[config.mk]
export PLATFORM = sky130hd
export DESIGN_NAME = wdk_reset_timer
export DESIGN_NICKNAME = d
export VERILOG_FILES = /design/src/rtl/wdk_pkg.sv /design/src/rtl/wdk_unlock.sv /design/src/rtl/wdk_count.sv /design/src/rtl/wdk_fire.sv /design/src/rtl/wdk_reset_timer.sv
export SDC_FILE = /design/constraint.sdc
export NUM_CORES = 1
export LEC_CHECK = 0
export CAP_MARGIN = 5
export CORE_ASPECT_RATIO = 0.75
export CORE_MARGIN = 8
export CORE_UTILIZATION = 53
export DETAILED_ROUTE_END_ITERATION = 10
export MAX_ROUTING_LAYER = met4
export PLACE_DENSITY = 0.81
export SLEW_MARGIN = 25
export SYNTH_ARGS = -nofsm -noshare
export SYNTH_HDL_FRONTEND = slang
export SYNTH_SLANG_ARGS = --single-unit
export TNS_END_PERCENT = 5
[constraint.sdc]
create_clock -name clk -period 2.22 [get_ports clk]
set_input_delay 0.444 -clock clk [delete_from_list [all_inputs] [get_ports clk]]
set_output_delay 0.444 -clock clk [all_outputs]
set_load 0.01 [all_outputs]
[src/rtl/wdk_pkg.sv]
package wdk_pkg;
   typedef enum logic [1:0] {LK_IDLE, LK_HALF, LK_OPEN} lock_e;

   localparam int unsigned ADR_KEY_A = 0;
   localparam int unsigned ADR_KEY_B = 1;
   localparam int unsigned ADR_STAT  = 2;
   localparam int unsigned ADR_MATCH = 3;
   localparam int unsigned ADR_CTRL  = 4;
   localparam int unsigned ADR_KICK  = 5;

   localparam int unsigned CTRL_W    = 2;
endpackage

[src/rtl/wdk_unlock.sv]
module wdk_unlock
   import wdk_pkg::*;
#(
   parameter int unsigned ADDR_W = 4,
   parameter int unsigned DATA_W = 32,
   parameter logic [DATA_W-1:0] KEY_A = 'hBABA,
   parameter logic [DATA_W-1:0] KEY_B = 'hEB10
)(
   input  logic              clk,
   input  logic              rst_n,
   input  logic              wr_en,
   input  logic [ADDR_W-1:0] wr_addr,
   input  logic [DATA_W-1:0] wr_data,
   output logic              grant_o
);
   localparam logic [ADDR_W-1:0] A_KEY_A = ADDR_W'(ADR_KEY_A);
   localparam logic [ADDR_W-1:0] A_KEY_B = ADDR_W'(ADR_KEY_B);

   lock_e st_q, st_d;
   logic  key_a_hit, key_b_hit;

   assign key_a_hit = (wr_addr == A_KEY_A) && (wr_data == KEY_A);
   assign key_b_hit = (wr_addr == A_KEY_B) && (wr_data == KEY_B);

   always_comb begin
      st_d = st_q;
      if (wr_en) begin
         unique case (st_q)
            LK_IDLE: st_d = key_a_hit ? LK_HALF : LK_IDLE;
            LK_HALF: st_d = key_b_hit ? LK_OPEN : LK_IDLE;
            default: st_d = LK_IDLE;
         endcase
      end
   end

   always_ff @(posedge clk or negedge rst_n) begin
      if (!rst_n) st_q <= LK_IDLE;
      else        st_q <= st_d;
   end

   assign grant_o = wr_en && (st_q == LK_OPEN);
endmodule

[src/rtl/wdk_count.sv]
module wdk_count #(
   parameter int unsigned CNT_W = 32
)(
   input  logic             clk,
   input  logic             rst_n,
   input  logic             run,
   input  logic             kick,
   input  logic             match_we,
   input  logic [CNT_W-1:0] match_d,
   output logic [CNT_W-1:0] cnt_o,
   output logic [CNT_W-1:0] match_o,
   output logic             hit_o
);
   logic [CNT_W-1:0] cnt_q, match_q;

   assign hit_o = run && (cnt_q == match_q);

   always_ff @(posedge clk or negedge rst_n) begin
      if (!rst_n)              cnt_q <= '0;
      else if (kick)           cnt_q <= '0;
      else if (run && !hit_o)  cnt_q <= cnt_q + 1'b1;
   end

   always_ff @(posedge clk or negedge rst_n) begin
      if (!rst_n)        match_q <= '1;
      else if (match_we) match_q <= match_d;
   end

   assign cnt_o   = cnt_q;
   assign match_o = match_q;
endmodule

[src/rtl/wdk_fire.sv]
module wdk_fire #(
   parameter int unsigned RST_LEN = 8
)(
   input  logic clk,
   input  logic rst_n,
   input  logic hit,
   input  logic arm,
   input  logic clr,
   output logic event_o,
   output logic rst_o
);
   logic event_q, set, fire;

   assign set  = hit && !event_q;
   assign fire = set && arm && !rst_o;

   always_ff @(posedge clk or negedge rst_n) begin
      if (!rst_n)   event_q <= 1'b0;
      else if (set) event_q <= 1'b1;
      else if (clr) event_q <= 1'b0;
   end
   assign event_o = event_q;

   generate
      if (RST_LEN == 1) begin : g_single
         logic rq;
         always_ff @(posedge clk or negedge rst_n) begin
            if (!rst_n) rq <= 1'b0;
            else        rq <= fire;
         end
         assign rst_o = rq;
      end else begin : g_stretch
         localparam int unsigned LW = $clog2(RST_LEN + 1);
         logic [LW-1:0] left_q;
         always_ff @(posedge clk or negedge rst_n) begin
            if (!rst_n)            left_q <= '0;
            else if (fire)         left_q <= LW'(RST_LEN);
            else if (left_q != '0) left_q <= left_q - 1'b1;
         end
         assign rst_o = (left_q != '0);
      end
   endgenerate
endmodule

[src/rtl/wdk_reset_timer.sv]
module wdk_reset_timer
   import wdk_pkg::*;
#(
   parameter int unsigned ADDR_W  = 4,
   parameter int unsigned DATA_W  = 32,
   parameter int unsigned CNT_W   = 32,
   parameter int unsigned RST_LEN = 8,
   parameter logic [DATA_W-1:0] KEY_A = 'hBABA,
   parameter logic [DATA_W-1:0] KEY_B = 'hEB10
)(
   input  logic              clk,
   input  logic              rst_n,
   input  logic              wr_en,
   input  logic [ADDR_W-1:0] wr_addr,
   input  logic [DATA_W-1:0] wr_data,
   output logic [CNT_W-1:0]  count_o,
   output logic              event_o,
   output logic              wdog_rst_o
);
   localparam logic [ADDR_W-1:0] A_STAT  = ADDR_W'(ADR_STAT);
   localparam logic [ADDR_W-1:0] A_MATCH = ADDR_W'(ADR_MATCH);
   localparam logic [ADDR_W-1:0] A_CTRL  = ADDR_W'(ADR_CTRL);
   localparam logic [ADDR_W-1:0] A_KICK  = ADDR_W'(ADR_KICK);

   if (ADDR_W < 3)        begin : g_bad_addr  $error("ADDR_W must hold the address map"); end
   if (CNT_W > DATA_W)    begin : g_bad_cnt   $error("CNT_W may not exceed DATA_W"); end
   if (DATA_W < CTRL_W)   begin : g_bad_data  $error("DATA_W too narrow"); end
   if (RST_LEN < 1)       begin : g_bad_len   $error("RST_LEN must be at least 1"); end

   logic              grant;
   logic [CTRL_W-1:0] ctrl_q;
   logic [CNT_W-1:0]  match_q;
   logic              hit, stat_clr, kick, match_we;

   wdk_unlock #(.ADDR_W(ADDR_W), .DATA_W(DATA_W), .KEY_A(KEY_A), .KEY_B(KEY_B)) u_lock (
      .clk(clk), .rst_n(rst_n), .wr_en(wr_en), .wr_addr(wr_addr),
      .wr_data(wr_data), .grant_o(grant));

   assign stat_clr = grant && (wr_addr == A_STAT) && (wr_data == '0);
   assign kick     = grant && (wr_addr == A_KICK);
   assign match_we = grant && (wr_addr == A_MATCH);

   always_ff @(posedge clk or negedge rst_n) begin
      if (!rst_n)                           ctrl_q <= '0;
      else if (grant && wr_addr == A_CTRL)  ctrl_q <= wr_data[CTRL_W-1:0];
   end

   wdk_count #(.CNT_W(CNT_W)) u_cnt (
      .clk(clk), .rst_n(rst_n), .run(ctrl_q[0]), .kick(kick),
      .match_we(match_we), .match_d(wr_data[CNT_W-1:0]),
      .cnt_o(count_o), .match_o(match_q), .hit_o(hit));

   wdk_fire #(.RST_LEN(RST_LEN)) u_fire (
      .clk(clk), .rst_n(rst_n), .hit(hit), .arm(ctrl_q[1]), .clr(stat_clr),
      .event_o(event_o), .rst_o(wdog_rst_o));
endmodule

==> results.tsv, run 1 <==
stage	metric	value	unit
detailed_routing	1st-iter DRT viols	277	
sta	Final min period	2.17	ns
synth	Yosys cell types	43	
synth	largest cells by area after synthesis	dfrtp_1 (26%), dfstp_2 (21%), mux2_2 (9.6%), xor2_1 (7.7%), or4_1 (3.0%)	
detailed_routing	via count	3561	
floorplan	Die Y	91.0	um
detailed_routing	DR WL/cell	19.9	um
layout	Fillers	544	
detailed_routing	post-route ant nets	0	
detailed_routing	drt total wl	11800	um
worst_setup_path	worst-path maximum fanout	6	
place	Port Buffers	72	
power_and_ir_drop	Switching Share	0.301	
synth	Simple-Gate Fraction of Synth Area	0.214	
synth	Synth Area in Adders	0.00943	
worst_setup_path	slowest CP cell	dfrtp_1	
synth	EDFF count, synth	0	
power_and_ir_drop	Max IR drop VDD	0.312	mV
worst_setup_path	critical path startpoint category	flip-flop	
grt	initial antenna violation count	0	
synth	area share of the leading cell type in the synthesized netlist	0.258	
synth	area leader, netlist	dfrtp_1	
worst_setup_path	CP Data Required Time	2.50	ns
clock_network	Worst-path clk slew	0.08	ns
sta	relative slew slack	0.516	
layout	post-route cell area	0.00524	mm2
clock_network	root buf cell	clkbuf_8	
worst_setup_path	max incr delay on CP	0.49	ns
power_and_ir_drop	Pwr Density	613	mW/mm2
clock_network	CTS sink cnt	73	
clock_network	CTS max path bufs	2	
sta	Final Setup Violations	0	
power_and_ir_drop	internal power	0.00224	W
detailed_routing	DRC	0	
floorplan	FP Rows	27	
floorplan	Core Region	0.00730	mm2
run	maxcap violations	0	
place	Cell Area, Placed	0.00499	mm2
sta	FMAX	461	MHz
detailed_routing	Via density	6.04	
clock_network	CTS buffer count	9	
worst_setup_path	Worst EP arrival	2.45	ns
synth	Post-synth top flop	dfrtp_1	
power_and_ir_drop	clock power share	0.328	
layout	fin nets	526	
synth	Synth Area in Compound Gates	0.0962	
floorplan	die width	116	um
layout	most common cell after layout, fill and taps aside	clkdlybuf4s50_1	
sta	max-slew violations	0	
worst_hold_path	Hold Path Class	input port to async pin	
sta	WHS	0.134	ns
grt	number of global-route vias before repair	3483	
layout	Antenna Cells	0	
sta	Final period util	0.977	
clock_network	CTS tree	yes	
worst_setup_path	CP Cell Sequence	and4_1 > nand3_1 > nor2_1 > nand2_1 > or4_1 > a21oi_2	
sta	Clock Skew	0.00523	ns
layout	most frequent cells in the layout	clkdlybuf4s50_1 (70), dfrtp_1 (37), xor2_1 (35)	
grt	largest net degree at the start of global routing	40	
synth	Synth Warn #	0	
sta	Hold Vio Cnt, Final	0	
place	post-DP HPWL	8850	um
floorplan	die area	0.0106	mm2
grt	first-pass GRT wire length	18600	um
synth	syn_nets	424	
synth	Mapped Area	0.00398	mm2
worst_setup_path	Worst setup EP type	flip-flop	
synth	main combinational cell family by area after synthesis	simple AND/OR/NAND/NOR gates	
synth	Avg Inst Size Synth	10.4	um2
layout	layout cells sized above 1	0.272	
layout	area grow syn2layout	31.6	%
outcome	status	finished, final reports clean	
grt	Global Route Usage Sum	0.233	
power_and_ir_drop	Seq pwr share	0.463	
power_and_ir_drop	Sw Pwr	0.000968	W
synth	Synth Instances	382	
detailed_routing	DR pass1 iterations	5	
place	Placer Congestion	0.924	
synth	xor and xnor fraction of the mapped netlist area	0.0770	
synth	Synth Register Bits	73	
sta	Worst Tran Pin Value	0.726	ns
power_and_ir_drop	Overall Power	0.00321	W
power_and_ir_drop	part of the power in combinational logic	0.209	
synth	post-synthesis async set-or-reset flop share	1.00	
grt	grt ovf	0	
synth	post-synthesis mux area share	0.0962	
synth	Seq/Total Area, Yosys	0.469	
clock_network	# H-tree levels	3	
worst_setup_path	Crit Path Class	flip-flop to flip-flop	
floorplan	# IOs	73	
floorplan	Starting Density	0.545	
clock_network	Clock Latency Late Sink	0.35	ns
power_and_ir_drop	static leakage	1.97	nW
state kept, by name (all words and copies together) (netlist names):
signal / count
u_cnt.cnt_o: 32
u_cnt.match_o: 32
u_fire.g_stretch.left_q: 4
ctrl_q: 2
u_lock.st_q: 2
u_fire.event_o: 1
worst paths after layout:
check                      cells after the start                   startpoint                           end  slack, ns
setup / recovery                               6  u_cnt.cnt_o[15]$_DFFE_PN0P_   u_cnt.cnt_o[30]$_DFFE_PN0P_       0.05
hold / removal                                 1                        rst_n    u_cnt.cnt_o[4]$_DFFE_PN0P_       0.13
setup reg to reg                               6  u_cnt.cnt_o[15]$_DFFE_PN0P_   u_cnt.cnt_o[30]$_DFFE_PN0P_       0.05
hold reg to reg                                1        ctrl_q[1]$_DFFE_PN0P_         ctrl_q[1]$_DFFE_PN0P_       0.54
max in group asynchronous                      2                        rst_n  u_cnt.match_o[2]$_DFFE_PN1P_       1.36
min in group clk                               1        ctrl_q[1]$_DFFE_PN0P_         ctrl_q[1]$_DFFE_PN0P_       0.54
layout make-up:
cell class | instances | area [um2] | share of cell area
Clock buffer | 11 | 141 | 0.0270
Timing Repair Buffer | 108 | 1020 | 0.195
Sequential cell | 73 | 1870 | 0.357
Clock inverter | 5 | 55.1 | 0.0105
Multi-Input combinational cell | 283 | 1990 | 0.379
Tap cell | 101 | 126 | 0.0241
Inverter | 9 | 33.8 | 0.00645
worst max-delay path, delay by kind of cell (launching register included):
kind	cells	cell delay [ns]
AOI/OAI and AO/OA	1	0.18
DFF	1	0.49
and+or+nand+nor	5	1.41
per-stage QoR:
step / util / cells / setup WS [ns] / setup TNS [ns]
4_1_cts: 0.713 / 589 / 0.0435 / 0
6_report: 0.718 / 590 / 0.0508 / 0
2_1_floorplan: - / 382 / 0.180 / 0
3_5_place_dp: 0.684 / 571 / -0.0853 / -0.171
5_1_grt: 0.718 / 590 / -0.0142 / -0.0142
3_3_place_gp: 0.684 / 571 / -0.0152 / -0.0289
layer usage:
layer	routed length (um)	GRT usage	vias up
met4	125	0.0495	0
met5	0	-	-
met2	5350	0.343	158
met3	1010	0.0635	14
met1	5280	0.313	1761
li1	-	-	1628
synthesized netlist by cell type (2+ instances only):
cell type,count
o31a_1,2
a21oi_1,22
clkbuf_8,2
nand2_1,22
o31ai_1,10
or3_1,11
o21ai_1,9
xor2_1,35
inv_1,9
buf_1,3
buf_4,3
nor2_1,16
nand3_1,20
and4_4,2
or2_2,2
o21a_1,2
buf_6,2
o21ai_0,9
nor3_1,6
nand4_1,15
or4_1,16
dfrtp_1,41
and4_1,5
dfstp_2,32
nor4_1,16
ha_1,3
o211ai_1,5
and3_1,4
mux2_2,34
and2_1,6
clkbuf_1,3
buf_2,4
cells by family after synthesis:
family                     count (synthesis)
AOI/OAI and AO/OA                         64
xor gates and xnor gates                  35
adders and majority gates                  3
buffers and inverters                     26
DFF                                       73
muxes                                     34
and+or+nand+nor                          147
power groups by stage:
| stage | logic (W) | registers [W] | clock network (W) |
|---|---|---|---|
| final | 0.000671 | 0.00149 | 0.00105 |
| after global routing | 0.000726 | 0.00149 | 0.00112 |
| after CTS | 0.000659 | 0.00148 | 0.00106 |
| after detailed placement | 0.000656 | 0.00150 | 0 |
| after global placement | 0.000639 | 0.00150 | 0 |
| after floorplan | 0.000303 | 0.00150 | 0 |
what timing repair did:
item	in CTS	in global routing
endpoints found under the setup margin	1	31
pin swaps	1	3
cloned	0	0
hold buffers	0	0
setup buffers	2	1
gates resized for setup	2	8
(Power assumes the default switching activity.)
==> run 2, diff against run 1 <==
--- a/config.mk
+++ b/config.mk
@@ -7,8 +7,9 @@
 export LEC_CHECK = 0
 export CAP_MARGIN = 5
 export CORE_ASPECT_RATIO = 0.75
-export CORE_MARGIN = 8
+export CORE_MARGIN = 4
 export CORE_UTILIZATION = 53
+export CTS_CLUSTER_DIAMETER = 40
 export DETAILED_ROUTE_END_ITERATION = 10
 export MAX_ROUTING_LAYER = met4
 export PLACE_DENSITY = 0.81
==> run 2 against run 1 <==
  * Via count is 1.3% lower
  * Critical path depth stayed put
  * Die area is 15% lower
  * Clock-buffer cell count is 1 lower
  * Sequential share of layout area is 0.13 points higher
  * Utilization is 0.59 points lower
  * Worst hold slack worse by 0.049 ns
  * Setup slack better by 0.049 ns
  * Non-clock buffer count is 1 lower
  * Sequential power hardly changed
  * Maximum frequency is 2.3% higher
  * Final area is 0.36% lower
  * Critical path type is now flip-flop to output pin
==> results.tsv, run 2 (synthesis gave the netlist of run 1 again) <==
stage	metric	value	unit	change
outcome	status	finished, final reports clean		
grt	first-pass GRT wire length	17600	um	-4.9%
worst_setup_path	worst-path maximum fanout	3		-3
place	Port Buffers	72		unchanged
floorplan	Core Region	0.00733	mm2	+0.46%
worst_setup_path	reg2reg start	u_cnt.cnt_o[19]$_DFFE_PN0P_		
grt	number of global-route vias before repair	3370		-3.2%
sta	relative slew slack	0.722		+0.206
power_and_ir_drop	Max IR drop VDD	0.388	mV	+25%
power_and_ir_drop	Seq pwr share	0.477		+0.014
sta	WHS	0.0848	ns	-0.0493 ns
grt	largest net degree at the start of global routing	74		+85%
grt	initial antenna violation count	0		unchanged
power_and_ir_drop	Overall Power	0.00310	W	-3.5%
place	DP Cell Count	570		-0.18%
grt	Global Route Usage Sum	0.264		+0.0309
layout	area grow syn2layout	31.1	%	
clock_network	root buf cell	clkbuf_8		
worst_setup_path	slowest CP cell	dfrtp_1		
power_and_ir_drop	Switching Share	0.318		+0.0161
power_and_ir_drop	Sw Pwr	0.000984	W	+1.7%
power_and_ir_drop	static leakage	1.96	nW	-0.81%
floorplan	FP Rows	27		unchanged
sta	FMAX	472	MHz	+2.3%
clock_network	CTS buffer count	9		unchanged
detailed_routing	via count	3516		-1.3%
worst_hold_path	Hold Path Class	input port to async pin		
floorplan	Die Y	83.0	um	-8.8%
layout	most common cell after layout, fill and taps aside	clkdlybuf4s50_1		
sta	max-slew violations	0		unchanged
worst_setup_path	r2r endpoint	u_cnt.cnt_o[29]$_DFFE_PN0P_		
place	Placer Congestion	0.903		-2.3%
worst_setup_path	CP Cell Sequence	inv_1 > ha_1 > nand2b_1 > nor2_2 > inv_1 > dlygate4sd2_1		
worst_setup_path	Crit Path Class	flip-flop to output pin		
clock_network	# H-tree levels	3		unchanged
detailed_routing	DR pass1 iterations	6		+1
clock_network	CTS sink cnt	73		unchanged
floorplan	# IOs	73		unchanged
sta	Final min period	2.12	ns	-0.0485 ns
power_and_ir_drop	part of the power in combinational logic	0.220		+0.011
worst_setup_path	CP Data Required Time	1.78	ns	-0.72 ns
clock_network	CTS max path bufs	2		unchanged
run	maxcap violations	0		unchanged
clock_network	hold buffers post-CTS	0		unchanged
detailed_routing	post-route ant nets	0		unchanged
sta	Worst Tran Pin Value	0.416	ns	-0.310 ns
sta	Clock Skew	0.0114	ns	+0.00613 ns
worst_setup_path	Worst EP arrival	1.68	ns	-0.77 ns
sta	Final Setup Violations	0		unchanged
layout	Non-Filler Instances	589		-0.17%
grt	grt ovf	0		unchanged
detailed_routing	Via density	5.97		-1.1%
clock_network	CTS tree	yes		
sta	Hold Vio Cnt, Final	0		unchanged
power_and_ir_drop	internal power	0.00212	W	-5.7%
layout	Antenna Cells	0		unchanged
worst_setup_path	max incr delay on CP	0.41	ns	-0.08 ns
clock_network	Worst-path clk slew	0.08	ns	about the same
layout	most frequent cells in the layout	clkdlybuf4s50_1 (70), dfrtp_1 (37), xor2_1 (35)		
worst_setup_path	worst r2r path cells	6		unchanged
sta	Final period util	0.955		-0.0219
floorplan	die area	0.00897	mm2	-15%
detailed_routing	DRC	0		unchanged
worst_setup_path	Top cell by count, worst path	inv_1		
layout	fin nets	525		-0.19%
floorplan	Starting Density	0.543		-0.00251
detailed_routing	DR WL/cell	18.8	um	-5.7%
clock_network	Clock Latency Late Sink	0.36	ns	about the same
place	post-DP HPWL	8240	um	-7.0%
worst_setup_path	R2R Setup Slk	0.1	ns	+0.05 ns
detailed_routing	drt total wl	11100	um	-5.9%
floorplan	die width	108	um	-6.9%
power_and_ir_drop	clock power share	0.303		-0.025
layout	layout cells sized above 1	0.264		-0.00764
detailed_routing	1st-iter DRT viols	275		-0.72%
worst_setup_path	critical path startpoint category	flip-flop		
worst_setup_path	Worst setup EP type	output pin		
sta	TNS Setup	0	ns	unchanged
power_and_ir_drop	Pwr Density	594	mW/mm2	-3.1%
## run 2: changes by cell type in the layout (fill, tap and decap cells not counted), sizes merged
cell / delta
buf: -1
bufinv: -1
clkbuf: -1
inv: +1
clkinvlp: +2
clkinv: -1
## run 2: what timing repair did
item                       4_1_cts  5_1_grt
pin swaps                        1        2
gates cloned                     0        0
setup buffers                    1        2
gates resized for setup          2        6
setup endpoints to repair        1       14
## run 2: worst max-delay path, delay by kind of cell (launching register included)
family,cells,cell delay [ns]
buffers and inverters,3,0.46
adders and majority gates,1,0.17
and+or+nand+nor,2,0.27
DFF,1,0.41
## run 2: worst max path at each step
stage / from / endpoint / cells after the start
after floorplan: u_cnt.cnt_o[8]$_DFFE_PN0P_ / u_cnt.cnt_o[12]$_DFFE_PN0P_ / 9
after global placement: wr_data[25] / u_lock.st_q[1]$_DFFE_PN0P_ / 8
after detailed placement: wr_data[25] / u_lock.st_q[1]$_DFFE_PN0P_ / 8
after CTS: u_cnt.cnt_o[1]$_DFFE_PN0P_ / u_cnt.cnt_o[12]$_DFFE_PN0P_ / 7
after global routing: u_cnt.cnt_o[15]$_DFFE_PN0P_ / u_cnt.cnt_o[4]$_DFFE_PN0P_ / 7
final: u_fire.g_stretch.left_q[0]$_DFFE_PN0P_ / wdog_rst_o / 6
## run 2: layout make-up
| type | instances | area [um2] |
|---|---|---|
| Clock buffer | 10 | 128 |
| Clock inverter | 6 | 43.8 |
| Fill cell | 551 | 2110 |
| Inverter | 9 | 33.8 |
| Multi-Input combinational cell | 283 | 1970 |
| Sequential cell | 73 | 1870 |
| Tap cell | 101 | 126 |
| Timing Repair Buffer | 107 | 1040 |
## run 2: power by group through the flow
stage	sequential (W)	clock, W	combinational, W
after floorplan	0.00150	0	0.000303
after global routing	0.00149	0.00101	0.000748
after detailed placement	0.00150	0	0.000672
final	0.00148	0.000938	0.000681
after global placement	0.00150	0	0.000652
after CTS	0.00148	0.000945	0.000675
## run 2: per-stage QoR
step | cell area (um2) | utilization | setup WS [ns]
floorplan | 3980 | - | 0.180
global placement | 5010 | 0.683 | -0.00536
detailed placement | 5010 | 0.683 | -0.0147
CTS | 5190 | 0.708 | 0.0845
global route | 5220 | 0.712 | -0.00511
finish | 5220 | 0.712 | 0.0993
## run 2: layer usage
| layer | track usage | vias up | share of wire |
|---|---|---|---|
| met3 | 0.0521 | 12 | 0.085 |
| met2 | 0.379 | 163 | 0.45 |
| li1 | - | 1632 | - |
| met4 | 0.0642 | 0 | 0.011 |
| met5 | - | - | 0 |
| met1 | 0.387 | 1709 | 0.46 |
